**config.mk**
```make
export PLATFORM = sky130hd
export DESIGN_NAME = smb_cfg_target
export DESIGN_NICKNAME = d
export VERILOG_FILES = /design/src/rtl/smb_cfg_pkg.sv /design/src/rtl/smb_line_sync.sv /design/src/rtl/smb_reg_bank.sv /design/src/rtl/smb_proto_fsm.sv /design/src/rtl/smb_cfg_target.sv
export SDC_FILE = /design/constraint.sdc
export NUM_CORES = 1
export LEC_CHECK = 0
export CAP_MARGIN = 20
export CORE_AREA = 3 3 103 203
export CTS_BUF_LIST = sky130_fd_sc_hd__clkbuf_8
export DETAILED_ROUTE_END_ITERATION = 16
export DIE_AREA = 0 0 106 206
export DONT_BUFFER_PORTS = 1
export PLACE_DENSITY = 0.64
export RECOVER_POWER = 25
export SYNTH_ARGS = -nofsm -noshare
export SYNTH_HDL_FRONTEND = slang
export SYNTH_SLANG_ARGS = --single-unit
```
**constraint.sdc**
```tcl
create_clock -name clk -period 5.65 [get_ports clk]
set_input_delay 0.565 -clock clk [delete_from_list [all_inputs] [get_ports clk]]
set_output_delay 0.565 -clock clk [all_outputs]
set_load 0.03 [all_outputs]
```
**src/rtl/smb_cfg_pkg.sv**
```systemverilog
package smb_cfg_pkg;

   localparam int BYTE_W = 8;
   localparam int BIT_CNT_W = 4;

   typedef enum logic [2:0] {
      ST_IDLE,
      ST_ADDR,
      ST_CMD,
      ST_WCNT,
      ST_WDATA,
      ST_RCNT,
      ST_RDATA
   } smb_st_e;

   function automatic logic st_is_tx(input smb_st_e s);
      return (s == ST_RCNT) || (s == ST_RDATA);
   endfunction

endpackage

```
**src/rtl/smb_line_sync.sv**
```systemverilog
module smb_line_sync #(
   parameter int SYNC_STAGES = 2
) (
   input  logic clk,
   input  logic rst_n,
   input  logic scl_i,
   input  logic sda_i,
   output logic sda_s,
   output logic scl_rise,
   output logic scl_fall,
   output logic start_p,
   output logic stop_p
);

   localparam int PIPE_W = SYNC_STAGES + 1;

   if (SYNC_STAGES < 2) begin : g_bad_stages
      $error("smb_line_sync: SYNC_STAGES must be at least 2");
   end

   logic [PIPE_W-1:0] scl_pipe;
   logic [PIPE_W-1:0] sda_pipe;
   logic              scl_s, scl_q, sda_q;

   // Idle bus level is high, so the pipes reset to ones.
   always_ff @(posedge clk or negedge rst_n) begin
      if (!rst_n) begin
         scl_pipe <= '1;
         sda_pipe <= '1;
      end else begin
         scl_pipe <= {scl_pipe[PIPE_W-2:0], scl_i};
         sda_pipe <= {sda_pipe[PIPE_W-2:0], sda_i};
      end
   end

   assign scl_s = scl_pipe[SYNC_STAGES-1];
   assign scl_q = scl_pipe[SYNC_STAGES];
   assign sda_s = sda_pipe[SYNC_STAGES-1];
   assign sda_q = sda_pipe[SYNC_STAGES];

   assign scl_rise = scl_s & ~scl_q;
   assign scl_fall = ~scl_s & scl_q;
   assign start_p  = scl_s & scl_q & sda_q & ~sda_s;
   assign stop_p   = scl_s & scl_q & ~sda_q & sda_s;

endmodule

```
**src/rtl/smb_reg_bank.sv**
```systemverilog
module smb_reg_bank #(
   parameter int         NUM_REGS  = 16,
   parameter int         IMPL_REGS = 12,
   parameter int         CNT_IDX   = 8,
   parameter logic [7:0] CNT_RST   = 8'h04,
   localparam int        IDXW      = $clog2(NUM_REGS)
) (
   input  logic                   clk,
   input  logic                   rst_n,
   input  logic                   we,
   input  logic [IDXW-1:0]        widx,
   input  logic [7:0]             wdata,
   input  logic [IDXW-1:0]        ridx,
   output logic [7:0]             rdata,
   output logic [7:0]             cnt_val,
   output logic [IMPL_REGS*8-1:0] cfg_flat
);

   if (IMPL_REGS > NUM_REGS || IMPL_REGS < 1) begin : g_bad_impl
      $error("smb_reg_bank: IMPL_REGS must be in 1..NUM_REGS");
   end
   if (CNT_IDX >= IMPL_REGS) begin : g_bad_cnt
      $error("smb_reg_bank: CNT_IDX must name an implemented register");
   end
   if ((NUM_REGS & (NUM_REGS - 1)) != 0) begin : g_bad_pow2
      $error("smb_reg_bank: NUM_REGS must be a power of two");
   end

   function automatic logic [7:0] rst_val(input int i);
      return (i == CNT_IDX) ? CNT_RST : 8'h00;
   endfunction

   logic [7:0] bank [IMPL_REGS];

   always_ff @(posedge clk or negedge rst_n) begin
      if (!rst_n) begin
         for (int i = 0; i < IMPL_REGS; i++) bank[i] <= rst_val(i);
      end else if (we) begin
         for (int i = 0; i < IMPL_REGS; i++)
            if (widx == IDXW'(i)) bank[i] <= wdata;
      end
   end

   // Indices past the implemented range read back as zero.
   always_comb begin
      rdata = 8'h00;
      for (int i = 0; i < IMPL_REGS; i++)
         if (ridx == IDXW'(i)) rdata = bank[i];
   end

   assign cnt_val = bank[CNT_IDX];

   for (genvar g = 0; g < IMPL_REGS; g++) begin : g_flat
      assign cfg_flat[g*8 +: 8] = bank[g];
   end

endmodule

```
**src/rtl/smb_proto_fsm.sv**
```systemverilog
module smb_proto_fsm
   import smb_cfg_pkg::*;
#(
   parameter logic [6:0] DEV_ADDR = 7'h69,
   parameter int         IDXW     = 4
) (
   input  logic            clk,
   input  logic            rst_n,
   input  logic            scl_rise,
   input  logic            scl_fall,
   input  logic            start_p,
   input  logic            stop_p,
   input  logic            sda_s,
   input  logic [7:0]      rdata,
   input  logic [7:0]      cnt_val,
   output logic [IDXW-1:0] ridx,
   output logic            we,
   output logic [IDXW-1:0] widx,
   output logic [7:0]      wdata,
   output logic            sda_oe
);

   if (IDXW < 1 || IDXW > 7) begin : g_bad_idxw
      $error("smb_proto_fsm: index width must fit below command bit 7");
   end

   smb_st_e              st;
   logic [BIT_CNT_W-1:0] bcnt;
   logic [BYTE_W-1:0]    shreg, txreg, rem;
   logic [IDXW-1:0]      ptr;
   logic                 byte_mode, ack_own, ack_host, host_nack;

   assign ridx = ptr;

   always_ff @(posedge clk or negedge rst_n) begin
      if (!rst_n) begin
         st        <= ST_IDLE;
         bcnt      <= '0;
         shreg     <= '0;
         txreg     <= '0;
         rem       <= '0;
         ptr       <= '0;
         byte_mode <= 1'b0;
         ack_own   <= 1'b0;
         ack_host  <= 1'b0;
         host_nack <= 1'b0;
         sda_oe    <= 1'b0;
         we        <= 1'b0;
         widx      <= '0;
         wdata     <= '0;
      end else begin
         we <= 1'b0;
         if (start_p || stop_p) begin
            st       <= start_p ? ST_ADDR : ST_IDLE;
            bcnt     <= '0;
            ack_own  <= 1'b0;
            ack_host <= 1'b0;
            sda_oe   <= 1'b0;
         end else if (scl_rise) begin
            if (ack_host) begin
               host_nack <= sda_s;
            end else if (!ack_own && st != ST_IDLE) begin
               bcnt <= bcnt + 1'b1;
               if (!st_is_tx(st)) shreg <= {shreg[6:0], sda_s};
            end
         end else if (scl_fall) begin
            if (ack_own) begin
               // End of the target's acknowledge slot.
               ack_own <= 1'b0;
               bcnt    <= '0;
               if (st == ST_RCNT) begin
                  txreg  <= cnt_val;
                  sda_oe <= ~cnt_val[7];
               end else if (st == ST_RDATA) begin
                  txreg  <= rdata;
                  sda_oe <= ~rdata[7];
                  ptr    <= ptr + 1'b1;
               end else begin
                  sda_oe <= 1'b0;
               end
            end else if (ack_host) begin
               // End of the host's acknowledge slot.
               ack_host <= 1'b0;
               bcnt     <= '0;
               if (host_nack) begin
                  st     <= ST_IDLE;
                  sda_oe <= 1'b0;
               end else begin
                  st     <= ST_RDATA;
                  txreg  <= rdata;
                  sda_oe <= ~rdata[7];
                  ptr    <= ptr + 1'b1;
               end
            end else if (st_is_tx(st)) begin
               if (bcnt == BIT_CNT_W'(8)) begin
                  sda_oe   <= 1'b0;
                  ack_host <= 1'b1;
               end else begin
                  sda_oe <= ~txreg[3'd7 - bcnt[2:0]];
               end
            end else if (st != ST_IDLE && bcnt == BIT_CNT_W'(8)) begin
               ack_own <= 1'b1;
               sda_oe  <= 1'b0;
               case (st)
                  ST_ADDR: begin
                     if (shreg[7:1] == DEV_ADDR) begin
                        sda_oe <= 1'b1;
                        if (!shreg[0]) st <= ST_CMD;
                        else           st <= byte_mode ? ST_RDATA : ST_RCNT;
                     end else begin
                        st      <= ST_IDLE;
                        ack_own <= 1'b0;
                     end
                  end
                  ST_CMD: begin
                     sda_oe    <= 1'b1;
                     byte_mode <= shreg[7];
                     ptr       <= shreg[IDXW-1:0];
                     st        <= shreg[7] ? ST_WDATA : ST_WCNT;
                  end
                  ST_WCNT: begin
                     sda_oe <= 1'b1;
                     rem    <= shreg;
                     st     <= ST_WDATA;
                  end
                  ST_WDATA: begin
                     if (byte_mode || rem != '0) begin
                        sda_oe <= 1'b1;
                        we     <= 1'b1;
                        widx   <= ptr;
                        wdata  <= shreg;
                        ptr    <= ptr + 1'b1;
                        if (!byte_mode) rem <= rem - 1'b1;
                     end
                  end
                  default: ack_own <= 1'b0;
               endcase
            end
         end
      end
   end

endmodule

```
**src/rtl/smb_cfg_target.sv**
```systemverilog
module smb_cfg_target #(
   parameter logic [6:0] DEV_ADDR    = 7'h69,
   parameter int         NUM_REGS    = 16,
   parameter int         IMPL_REGS   = 12,
   parameter int         CNT_IDX     = 8,
   parameter logic [7:0] CNT_RST     = 8'h04,
   parameter int         SYNC_STAGES = 2
) (
   input  logic                   clk,
   input  logic                   rst_n,
   input  logic                   scl_i,
   input  logic                   sda_i,
   output logic                   sda_oe,
   output logic [IMPL_REGS*8-1:0] cfg_flat
);

   localparam int IDXW = $clog2(NUM_REGS);

   logic            sda_s, scl_rise, scl_fall, start_p, stop_p;
   logic            bank_we;
   logic [IDXW-1:0] widx, ridx;
   logic [7:0]      wdata, rdata, cnt_val;

   smb_line_sync #(.SYNC_STAGES(SYNC_STAGES)) u_sync (
      .clk      (clk),
      .rst_n    (rst_n),
      .scl_i    (scl_i),
      .sda_i    (sda_i),
      .sda_s    (sda_s),
      .scl_rise (scl_rise),
      .scl_fall (scl_fall),
      .start_p  (start_p),
      .stop_p   (stop_p)
   );

   smb_proto_fsm #(.DEV_ADDR(DEV_ADDR), .IDXW(IDXW)) u_fsm (
      .clk      (clk),
      .rst_n    (rst_n),
      .scl_rise (scl_rise),
      .scl_fall (scl_fall),
      .start_p  (start_p),
      .stop_p   (stop_p),
      .sda_s    (sda_s),
      .rdata    (rdata),
      .cnt_val  (cnt_val),
      .ridx     (ridx),
      .we       (bank_we),
      .widx     (widx),
      .wdata    (wdata),
      .sda_oe   (sda_oe)
   );

   smb_reg_bank #(
      .NUM_REGS  (NUM_REGS),
      .IMPL_REGS (IMPL_REGS),
      .CNT_IDX   (CNT_IDX),
      .CNT_RST   (CNT_RST)
   ) u_bank (
      .clk      (clk),
      .rst_n    (rst_n),
      .we       (bank_we),
      .widx     (widx),
      .wdata    (wdata),
      .ridx     (ridx),
      .rdata    (rdata),
      .cnt_val  (cnt_val),
      .cfg_flat (cfg_flat)
   );

endmodule

```
==> impl_metrics.env, run 1 <==
export IMPL_outcome="finished, violations left"
export IMPL_violations="max-capacitance violations, max-slew violations"
export IMPL_syn_to_final_growth_pct=6.74
export IMPL_grt_ovfl_total=0
export IMPL_endpoint="u_bank.cfg_flat[72]$_DFFE_PN0P_"
export IMPL_clockBufferDepth=2
export IMPL_syn_avg_cell_area_sq_um=10.9
export IMPL_yosysWarningCount=0
export IMPL_clk_latency_ns=0.47
export IMPL_synth_ff_type="dfrtp_1"
export IMPL_p_total_mw=2.12
export IMPL_gp_congestion=0.929
export IMPL_worstSetupEndpointType="async pin"
export IMPL_setup_tns_ns=0
export IMPL_crit_required_ns=5.34
export IMPL_place_port_buffers=0
export IMPL_pin_count=101
export IMPL_min_period_ns=3.61
export IMPL_grt_max_degree=156
export IMPL_async_reset_ff_frac=1.00
export IMPL_tightest_slew_ns=3.82
export IMPL_grt_usage=0.216
export IMPL_cts_buffers=17
export IMPL_crit_type="input pin to async pin"
export IMPL_ys_ff_latch=155
export IMPL_crit_chain="clkbuf_2"
export IMPL_finClkSkew_ns=0.0213
export IMPL_die_h_um=206
export IMPL_slew_violations=156
export IMPL_crit_fanout=155
export IMPL_hold_viol=0
export IMPL_timing_reg2reg_setup_slack_ns=2.53
export IMPL_cpPeakStageDelay_ns=2.58
export IMPL_post_cts_buffers=0
export IMPL_startpoint="rst_n"
export IMPL_cts_tree="yes"
export IMPL_worst_setup_path_start_kind="input pin"
export IMPL_final_net_count=694
export IMPL_fin_ws_ns=2.04
export IMPL_num_vias=5765
export IMPL_wl_per_cell_um=24.1
export IMPL_grt_pass1_vias=5793
export IMPL_cts_root_buf="clkbuf_8"
export IMPL_crit_buf_inv=1
export IMPL_dp_hpwl_um=17100
export IMPL_synth_distinct_cells=60
export IMPL_ant_nets=0
export IMPL_max_vdd_ir_drop_mv=0.173
export IMPL_h_tree_depth=4
export IMPL_preCtsSetupSlack_ns=2.56
export IMPL_synth_largest_area_cell="dfrtp_1"
export IMPL_drive_gt1_frac=0.230
export IMPL_path_clk_slew_ns=0.09
export IMPL_critPathTopFamily="buffers and inverters"
export IMPL_slew_headroom=-1.55
export IMPL_leakage_nw=3.68
export IMPL_start_util=0.395
export IMPL_power_density_nw_per_um2=258
export IMPL_ys_top_cells_by_area="dfrtp_1, mux2_2, o21ai_0"
export IMPL_fmax_mhz=277
export IMPL_row_count=72
export IMPL_ff2ff_path_depth=8
export IMPL_ctsResizeCount=0
export IMPL_rsz0062_at_grt="false"
export IMPL_syn_nets=719
export IMPL_antenna_found_initial=0
export IMPL_coreArea_sq_um=19500
export IMPL_path_depth=1
export IMPL_cts_sink_count=155
export IMPL_finalSetupViolCount=0
export IMPL_grt_pass1_wl_um=35200
export IMPL_crit_slowest_cell="clkbuf_2"
export IMPL_maxCapViolations=1
export IMPL_reg2reg_to="u_fsm.sda_oe$_DFFE_PN0P_"
export IMPL_drc_errors=0
export IMPL_n_antenna_cell=0
export IMPL_vias_per_cell=6.04
export IMPL_routed_wl_um=23000
export IMPL_dr_pass1_iters=4
export IMPL_fp_dieW_um=106
export IMPL_netlist_instances=708
export IMPL_timing_final_crit_share=0.640
export IMPL_cp_data_arrival_time_ns=3.31
export IMPL_syn_cell_area_sq_um=7690
export IMPL_dieArea_sq_um=21800
export IMPL_hp_class="input pin to flop"
export IMPL_cts_hold_buf=1
export IMPL_yosysSeqAreaShare=0.506
export IMPL_synth_top_area_frac=0.482
export IMPL_drtIter0Drc=355
export IMPL_worstReg2RegStart="u_fsm.ridx[0]$_DFFE_PN0P_"
export IMPL_synth_edff_count=0
cell families (layout without fill, tap and decap cells):
kind of cell / Yosys count / after routing / share of synthesized area
DFF: 155 / 155 / 0.506
xor gates and xnor gates: 2 / 2 / 0.00228
buffers and inverters: 68 / 56 / 0.0356
muxes: 119 / 119 / 0.177
adders and majority gates: 7 / 7 / 0.0114
AOI/OAI and AO/OA: 189 / 189 / 0.158
and+or+nand+nor: 168 / 168 / 0.110
cell usage after synthesis, types with 3 or more instances:
| master | instances |
|---|---|
| nor2b_1 | 12 |
| or2_2 | 3 |
| mux2i_1 | 3 |
| a221oi_1 | 12 |
| a31oi_1 | 4 |
| inv_1 | 22 |
| nand2_1 | 40 |
| ha_1 | 7 |
| o21a_1 | 5 |
| a21oi_1 | 44 |
| o22ai_1 | 23 |
| o21ai_0 | 50 |
| or3_1 | 5 |
| nand2b_1 | 12 |
| dfrtp_1 | 148 |
| clkbuf_1 | 40 |
| mux2_2 | 114 |
| a211o_1 | 4 |
| a22oi_1 | 7 |
| a21o_1 | 3 |
| o211ai_1 | 6 |
| nor2_1 | 43 |
| o31ai_1 | 6 |
| nor4_1 | 5 |
| nand3b_1 | 4 |
| nor3_1 | 13 |
| and3_1 | 5 |
| dfstp_2 | 7 |
| nand3_1 | 13 |
| nor3b_1 | 3 |
| a211oi_1 | 4 |
| buf_2 | 3 |
worst min path at each step:
stage,startpoint,endpoint,slack [ns],cells after the start
2_1_floorplan,rst_n,u_bank.cfg_flat[0]$_DFFE_PN0P_,0.27,0
3_3_place_gp,rst_n,u_bank.cfg_flat[10]$_DFFE_PN0P_,0.27,0
3_5_place_dp,rst_n,u_bank.cfg_flat[10]$_DFFE_PN0P_,0.27,0
4_1_cts,sda_i,u_sync.sda_pipe[0]$_DFF_PN1_,0.07,0
5_1_grt,sda_i,u_sync.sda_pipe[0]$_DFF_PN1_,0.06,0
6_report,sda_i,u_sync.sda_pipe[0]$_DFF_PN1_,0.09,0
cell type report:
type	count	area [sq um]
flip-flops and latches	155	3890
inverters	22	82.6
clock inverters	15	139
multi-input cells	485	3520
repair buffers	2	12.5
well taps	259	324
clock buffers	17	234
fillers	1915	11300
placed cells by master (no fill, tap or decap), types with 3 or more instances in the layout:
master	instances
dfrtp_1	148
mux2_2	114
o21ai_0	50
a21oi_1	44
nor2_1	43
nand2_1	40
inv_1	26
o22ai_1	23
clkbuf_8	17
nor3_1	13
nand3_1	13
nor2b_1	12
nand2b_1	12
a221oi_1	12
a22oi_1	7
ha_1	7
o31ai_1	6
o211ai_1	6
or3_1	5
o21a_1	5
nor4_1	5
and3_1	5
dfstp_2	5
a211oi_1	4
nand3b_1	4
a211o_1	4
a31oi_1	4
nor3b_1	3
or2_2	3
a21o_1	3
mux2i_1	3
clkinv_2	3
clkinvlp_4	3
clkinv_4	3
per-stage QoR:
| step | cells | util | area, sq um | hold WS (ns) |
|---|---|---|---|---|
| CTS | 955 | 0.423 | 8230 | 0.0691 |
| global route | 955 | 0.422 | 8200 | 0.0617 |
| global placement | 922 | 0.402 | 7830 | 0.273 |
| finish | 955 | 0.422 | 8200 | 0.0859 |
| detailed placement | 922 | 0.402 | 7830 | 0.272 |
| floorplan | 708 | - | 7690 | 0.269 |
layer usage:
layer  vias to the layer above  wire length (um)  share of wire  track usage
met3                        71              1170          0.051       0.0469
met5                         -                 0              0            0
met1                      2919              7710           0.34        0.215
li1                       2554                 -              -            -
met4                         0              1600          0.070        0.153
met2                       221             12500           0.54        0.391
registers in the layout, summed over array words and instances, names as in the netlist:
name / cells
u_fsm.txreg: 8
u_fsm.sda_oe: 1
u_fsm.ack_host: 1
u_fsm.st: 3
u_sync.sda_pipe: 3
u_fsm.ack_own: 1
u_bank.cnt_val: 8
u_fsm.byte_mode: 1
u_fsm.shreg: 8
u_sync.scl_pipe: 3
u_fsm.rem: 8
u_fsm.wdata: 8
u_fsm.widx: 4
u_fsm.we: 1
u_fsm.bcnt: 4
u_fsm.host_nack: 1
u_bank.cfg_flat: 88
u_fsm.ridx: 4
report_power, final:
group	internal [mW]	leakage [nW]	total, mW	switching (mW)
sequential	1.14	2.13	1.20	0.0609
combinational	0.0463	1.36	0.102	0.0553
clock	0.384	0.196	0.812	0.428
No activity file was read; power rests on OpenSTA's default activity.
==> inputs of run 2 (changes only) <==
- ABC_AREA: not set -> 1
- CORE_AREA: 3 3 103 203 -> 3 3 104 205
- DIE_AREA: 0 0 106 206 -> 0 0 107 208
- clock period: 5.65 -> 3.59 ns (I/O delays scaled with it)
==> impl_metrics.env, run 2 <==
export IMPL_rsz0062_at_grt="false"
export IMPL_synth_top_area_frac=0.472
export IMPL_fin_ws_ns=0.943
export IMPL_crit_slowest_cell="nor3_2"
export IMPL_final_cell_mix="nand2_1, o21ai_0, dfrtp_1"
export IMPL_finClkSkew_ns=0.0142
export IMPL_synth_largest_area_cell="dfrtp_1"
export IMPL_dr_pass1_iters=5
export IMPL_largest_reg_flops=88
export IMPL_worstSetupEndpointType="flop"
export IMPL_cp_data_arrival_time_ns=3.07
export IMPL_dp_hpwl_um=18300
export IMPL_timing_final_crit_share=0.737
export IMPL_drive_gt1_frac=0.0812
export IMPL_pin_count=101
export IMPL_antenna_found_initial=0
export IMPL_crit_required_ns=4.02
export IMPL_row_count=73
export IMPL_async_reset_ff_frac=1.00
export IMPL_yosysMostFrequentCell="nand2_1"
export IMPL_yosysWarningCount=0
export IMPL_ant_nets=0
export IMPL_setup_tns_ns=0
export IMPL_ys_ff_latch=155
export IMPL_vias_per_cell=5.14
export IMPL_utilization=0.422
export IMPL_grt_usage=0.220
export IMPL_power_density_nw_per_um2=365
export IMPL_synth_ff_type="dfrtp_1"
export IMPL_worstReg2RegStart="u_fsm.ridx[0]$_DFFE_PN0P_"
export IMPL_syn_to_final_growth_pct=7.59
export IMPL_coreArea_sq_um=20000
export IMPL_h_tree_depth=4
export IMPL_netlist_instances=1027
export IMPL_drc_errors=0
export IMPL_wl_per_cell_um=18.5
export IMPL_final_net_count=1034
export IMPL_slew_violations=0
export IMPL_post_cts_buffers=0
export IMPL_cts_hold_buf=2
export IMPL_num_vias=6671
export IMPL_synth_edff_count=0
export IMPL_leakage_nw=3.94
export IMPL_syn_cell_area_sq_um=7850
export IMPL_crit_fanout=9
export IMPL_grt_max_degree=156
export IMPL_hp_class="input pin to async pin"
export IMPL_worst_setup_path_start_kind="flop"
export IMPL_gp_congestion=1.03
export IMPL_crit_type="flop to flop"
export IMPL_synth_distinct_cells=46
export IMPL_dieArea_sq_um=22300
export IMPL_crit_chain="inv_1 -> ha_1 -> inv_1 -> nor3_2 -> nand2_1 -> nand3_1 -> nand3_1 -> nand3_1 -> nand2_1 -> nand2_1 -> nand2_1 -> nand2_1 -> nand2_1 -> nand2_1 -> nand2_1 -> nand2_1 -> nand2_1 -> nand2_1"
export IMPL_cts_sink_count=155
export IMPL_cts_tree="yes"
export IMPL_violations="negative hold slack"
export IMPL_n_antenna_cell=0
export IMPL_cpPeakStageDelay_ns=0.45
export IMPL_die_h_um=208
export IMPL_start_util=0.392
export IMPL_syn_nets=1038
export IMPL_ys_top_cells_by_area="dfrtp_1, nand2_1, o21ai_0"
export IMPL_cts_root_buf="clkbuf_8"
export IMPL_slew_headroom=0.353
export IMPL_hold_viol=155
export IMPL_finalSetupViolCount=0
export IMPL_drtIter0Drc=360
export IMPL_cts_buffers=17
export IMPL_maxCapViolations=0
export IMPL_startpoint="u_fsm.ridx[0]$_DFFE_PN0P_"
export IMPL_clockBufferDepth=2
export IMPL_place_port_buffers=0
export IMPL_dp_cells=1264
export IMPL_path_common_cell="nand2_1"
export IMPL_max_vdd_ir_drop_mv=0.207
export IMPL_yosysSeqAreaShare=0.495
export IMPL_fmax_mhz=378
export IMPL_syn_avg_cell_area_sq_um=7.64
export IMPL_grt_ovfl_total=0
export IMPL_worst_hold_slack_ns=-0.436
export IMPL_layout_commonest_cell="nand2_1"
export IMPL_tightest_slew_ns=0.967
export IMPL_preCtsSetupSlack_ns=0.971
export IMPL_ys_top_cells_by_count="nand2_1, o21ai_0, dfrtp_1"
export IMPL_routed_wl_um=24000
export IMPL_path_clk_slew_ns=0.09
export IMPL_clk_latency_ns=0.48
export IMPL_fp_dieW_um=107
export IMPL_grt_pass1_wl_um=36800
export IMPL_ctsResizeCount=0
export IMPL_min_period_ns=2.65
export IMPL_outcome="finished, violations left"
export IMPL_grt_pass1_vias=6477
export IMPL_fin_cells=1297
-- run 2: logic make-up (layout without fill, tap and decap cells) --
group,Yosys count,after routing,synth area share
buffers and inverters,169,177,0.0851
adder cells (fa/ha/maj),7,7,0.0112
AND/OR/NAND/NOR,485,485,0.262
flip-flops,155,155,0.495
AO/OA/AOI/OAI,209,209,0.144
XOR/XNOR,2,2,0.00223
-- run 2: worst paths after layout --
check | end | slack, ns | depth (start not counted)
setup / recovery | u_fsm.txreg[5]$_DFFE_PN0P_ | 0.94 | 18
max in group asynchronous | u_sync.sda_pipe[2]$_DFF_PN1_ | 3.63 | 0
hold reg to reg | u_sync.scl_pipe[1]$_DFF_PN1_ | 0.36 | 0
setup reg to reg | u_fsm.txreg[5]$_DFFE_PN0P_ | 0.94 | 18
min in group clk | u_sync.scl_pipe[1]$_DFF_PN1_ | 0.36 | 0
hold / removal | u_bank.cfg_flat[58]$_DFFE_PN0P_ | -0.44 | 0
-- run 2: final cells by class --
type,instances,area (sq um)
Fill cell,2053,11600
Sequential cell,155,3890
Multi-Input combinational cell,703,3290
Inverter,142,539
Tap cell,262,328
Clock buffer,19,262
Clock inverter,12,100
Timing Repair Buffer,4,35.0
-- run 2: report_power, final --
part           internal (mW)  leakage (nW)  switching [mW]  total [mW]
logic                 0.0179          1.62          0.0400      0.0579
clock network          0.573         0.177           0.680        1.25
registers               1.76          2.14          0.0117        1.77
total                   2.35          3.94           0.732        3.08
-- run 2: stage by stage --
| step | total power [mW] | instance area (sq um) |
|---|---|---|
| 2_1_floorplan | 1.84 | 7850 |
| 3_3_place_gp | 1.86 | 8060 |
| 3_5_place_dp | 1.86 | 8060 |
| 4_1_cts | 3.10 | 8450 |
| 5_1_grt | 3.18 | 8450 |
| 6_report | 3.08 | 8450 |
-- run 2: metal layers --
metal	global-route usage	routed length, um	vias up
met5	0	0	-
met4	0.128	1370	0
met3	0.0478	1160	69
met2	0.414	13300	188
met1	0.213	8230	3161
li1	-	-	3253
-- run 2: critical path: cells and delay by family, from the launching register on --
| kind | cells | cell delay, ns |
|---|---|---|
| adder cells (fa/ha/maj) | 1 | 0.35 |
| buffers and inverters | 2 | 0.34 |
| flip-flops | 1 | 0.40 |
| AND/OR/NAND/NOR | 15 | 1.49 |
==> inputs of run 3 (changes only) <==
- PLACE_DENSITY: 0.64 -> 0.66
- clock period: 3.59 -> 2.3 ns (I/O delays scaled with it)
==> impl_metrics.env, run 3 (same netlist as run 2, synthesis figures left out) <==
export IMPL_outcome="finished, violations left"
export IMPL_violations="negative hold slack"
export IMPL_finalSetupViolCount=0
export IMPL_cts_root_buf="clkbuf_8"
export IMPL_cts_hold_buf=2
export IMPL_drc_errors=0
export IMPL_fp_dieW_um=107
export IMPL_crit_required_ns=2.67
export IMPL_die_h_um=208
export IMPL_wl_per_cell_um=18.0
export IMPL_crit_chain="inv_2 -> ha_1 -> nand2_4 -> or2_2 -> nand3_1 -> nand3_1 -> nand2_1 -> nand2_1 -> nand2_1 -> nand2_1 -> nand2_1 -> nand2_1 -> nand2_1 -> nand2_1 -> nand2_1 -> nand2_1"
export IMPL_maxCapViolations=0
export IMPL_antenna_found_initial=0
export IMPL_crit_fanout=15
export IMPL_grt_ovfl_total=0
export IMPL_path_common_cell="nand2_1"
export IMPL_row_count=73
export IMPL_worst_setup_path_start_kind="flop"
export IMPL_swShare=0.213
export IMPL_fmax_mhz=466
export IMPL_path_depth=16
export IMPL_grt_util_met2=0.406
export IMPL_n_antenna_cell=0
export IMPL_syn_to_final_growth_pct=11.8
export IMPL_setup_tns_ns=0
export IMPL_drive_gt1_frac=0.109
export IMPL_pin_count=101
export IMPL_hold_viol=155
export IMPL_cp_data_arrival_time_ns=2.52
export IMPL_leakage_nw=4.12
export IMPL_power_switching_mw=1.13
export IMPL_largest_reg_flops=88
export IMPL_rsz0062_at_grt="false"
export IMPL_post_cts_buffers=0
export IMPL_grtUsageMet1=0.220
export IMPL_worstSetupEndpointType="flop"
export IMPL_crit_buf_inv=1
export IMPL_path_clk_slew_ns=0.08
export IMPL_vias_per_cell=5.09
export IMPL_gp_congestion=0.932
export IMPL_slew_violations=0
export IMPL_coreArea_sq_um=20000
export IMPL_finClkSkew_ns=0.0118
export IMPL_h_tree_depth=4
export IMPL_cts_sink_count=155
export IMPL_grt_usage=0.222
export IMPL_power_density_nw_per_um2=601
export IMPL_slew_headroom=0.644
export IMPL_drtIter0Drc=378
export IMPL_p_seq_frac=0.523
export IMPL_tightest_slew_ns=0.532
export IMPL_min_period_ns=2.14
export IMPL_final_cell_mix="nand2_1, o21ai_0, dfrtp_1"
export IMPL_grt_pass1_vias=6732
export IMPL_clockPowerShare=0.457
export IMPL_final_net_count=1060
export IMPL_start_util=0.392
export IMPL_timing_final_crit_share=0.933
export IMPL_clk_latency_ns=0.48
export IMPL_met3_usage=0.0450
export IMPL_dp_hpwl_um=18100
export IMPL_dr_pass1_iters=5
export IMPL_cts_tree="yes"
export IMPL_place_port_buffers=0
export IMPL_max_vdd_ir_drop_mv=0.364
export IMPL_worst_hold_slack_ns=-0.552
export IMPL_top_usage_layer="met2"
export IMPL_combinationalPowerShare=0.021
export IMPL_grt_max_degree=156
export IMPL_cpPeakStageDelay_ns=0.42
export IMPL_crit_slowest_cell="dfrtp_1"
export IMPL_hp_class="input pin to async pin"
export IMPL_cts_buffers=17
export IMPL_num_vias=6737
export IMPL_p_int_mw=4.15
export IMPL_critPathTopFamily="simple AND/OR/NAND/NOR gates"
export IMPL_layout_commonest_cell="nand2_1"
export IMPL_ant_nets=0
export IMPL_dieArea_sq_um=22300
export IMPL_stdcell_area_sq_um=8780
export IMPL_clockBufferDepth=2
export IMPL_grt_pass1_wl_um=37500
export IMPL_crit_type="flop to flop"
export IMPL_post_dp_cell_area_sq_um=8260
export IMPL_routed_wl_um=23800
export IMPL_ff2ff_path_depth=16
export IMPL_p_total_mw=5.28
==> run 3: changes by cell type in the layout (fill, tap and decap cells not counted), sizes merged <==
| cell | delta |
|---|---|
| inv | -1 |
| clkinvlp | -1 |
| buf | +26 |
| bufinv | +4 |
| clkbuf | +1 |
| clkinv | -2 |
==> run 3: power by group through the flow <==
stage	clock, mW	combinational (mW)	sequential (mW)
after floorplan	0	0.0636	2.81
after global placement	0	0.104	2.81
after detailed placement	0	0.106	2.81
after CTS	2.45	0.109	2.76
after global routing	2.54	0.122	2.76
final	2.41	0.109	2.76
==> run 3: final cells by class <==
type | count | area [sq um]
fill | 1996 | 11200
sequential | 155 | 3890
multi-input combinational | 703 | 3330
inverter | 142 | 539
tap | 262 | 328
clock buffer | 20 | 275
timing repair buffer | 30 | 230
clock inverter | 12 | 194
==> run 3: per-layer routing <==
metal  routed length [um]  up-vias
met5                    0        -
met4                 1600        0
met3                 1200       76
met2                12900      213
met1                 8130     3140
li1                     -     3308
==> run 3: final timing paths <==
path                                               from                         endpoint  slack [ns]
max                           u_fsm.ridx[0]$_DFFE_PN0P_       u_fsm.txreg[1]$_DFFE_PN0P_        0.16
min                                               rst_n  u_bank.cfg_flat[76]$_DFFE_PN0P_       -0.55
max reg2reg                   u_fsm.ridx[0]$_DFFE_PN0P_       u_fsm.txreg[1]$_DFFE_PN0P_        0.16
min reg2reg                u_sync.sda_pipe[0]$_DFF_PN1_     u_sync.sda_pipe[1]$_DFF_PN1_        0.36
max in group asynchronous                         rst_n     u_sync.scl_pipe[2]$_DFF_PN1_        2.55
min in group clk                                  sda_i     u_sync.sda_pipe[0]$_DFF_PN1_        0.29
==> run 3: what timing repair did <==
item                                    in CTS  in global routing
endpoints found under the setup margin       0                 14
gates resized for setup                      0                  9
endpoints found under the hold margin      157                155
==> run 3: worst register-to-register path: stages, from the launching register on <==
cell	delay [ns]
dfrtp_1	0.42
inv_2	0.08
ha_1	0.23
nand2_4	0.13
or2_2	0.31
nand3_1	0.10
nand3_1	0.17
nand2_1	0.10
nand2_1	0.06
nand2_1	0.06
nand2_1	0.04
nand2_1	0.05
nand2_1	0.05
nand2_1	0.08
nand2_1	0.05
nand2_1	0.06
nand2_1	0.05
==> run 3: metrics by stage <==
| stage | util | worst slack (ns) | instances | hold WS [ns] |
|---|---|---|---|---|
| after floorplan | - | 0.348 | 1027 | -0.0656 |
| after global placement | 0.413 | 0.138 | 1290 | -0.0599 |
| after detailed placement | 0.413 | 0.0447 | 1290 | -0.0599 |
| after CTS | 0.437 | 0.0374 | 1324 | -0.583 |
| after global routing | 0.439 | 0.00861 | 1324 | -0.582 |
| final | 0.439 | 0.155 | 1324 | -0.552 |
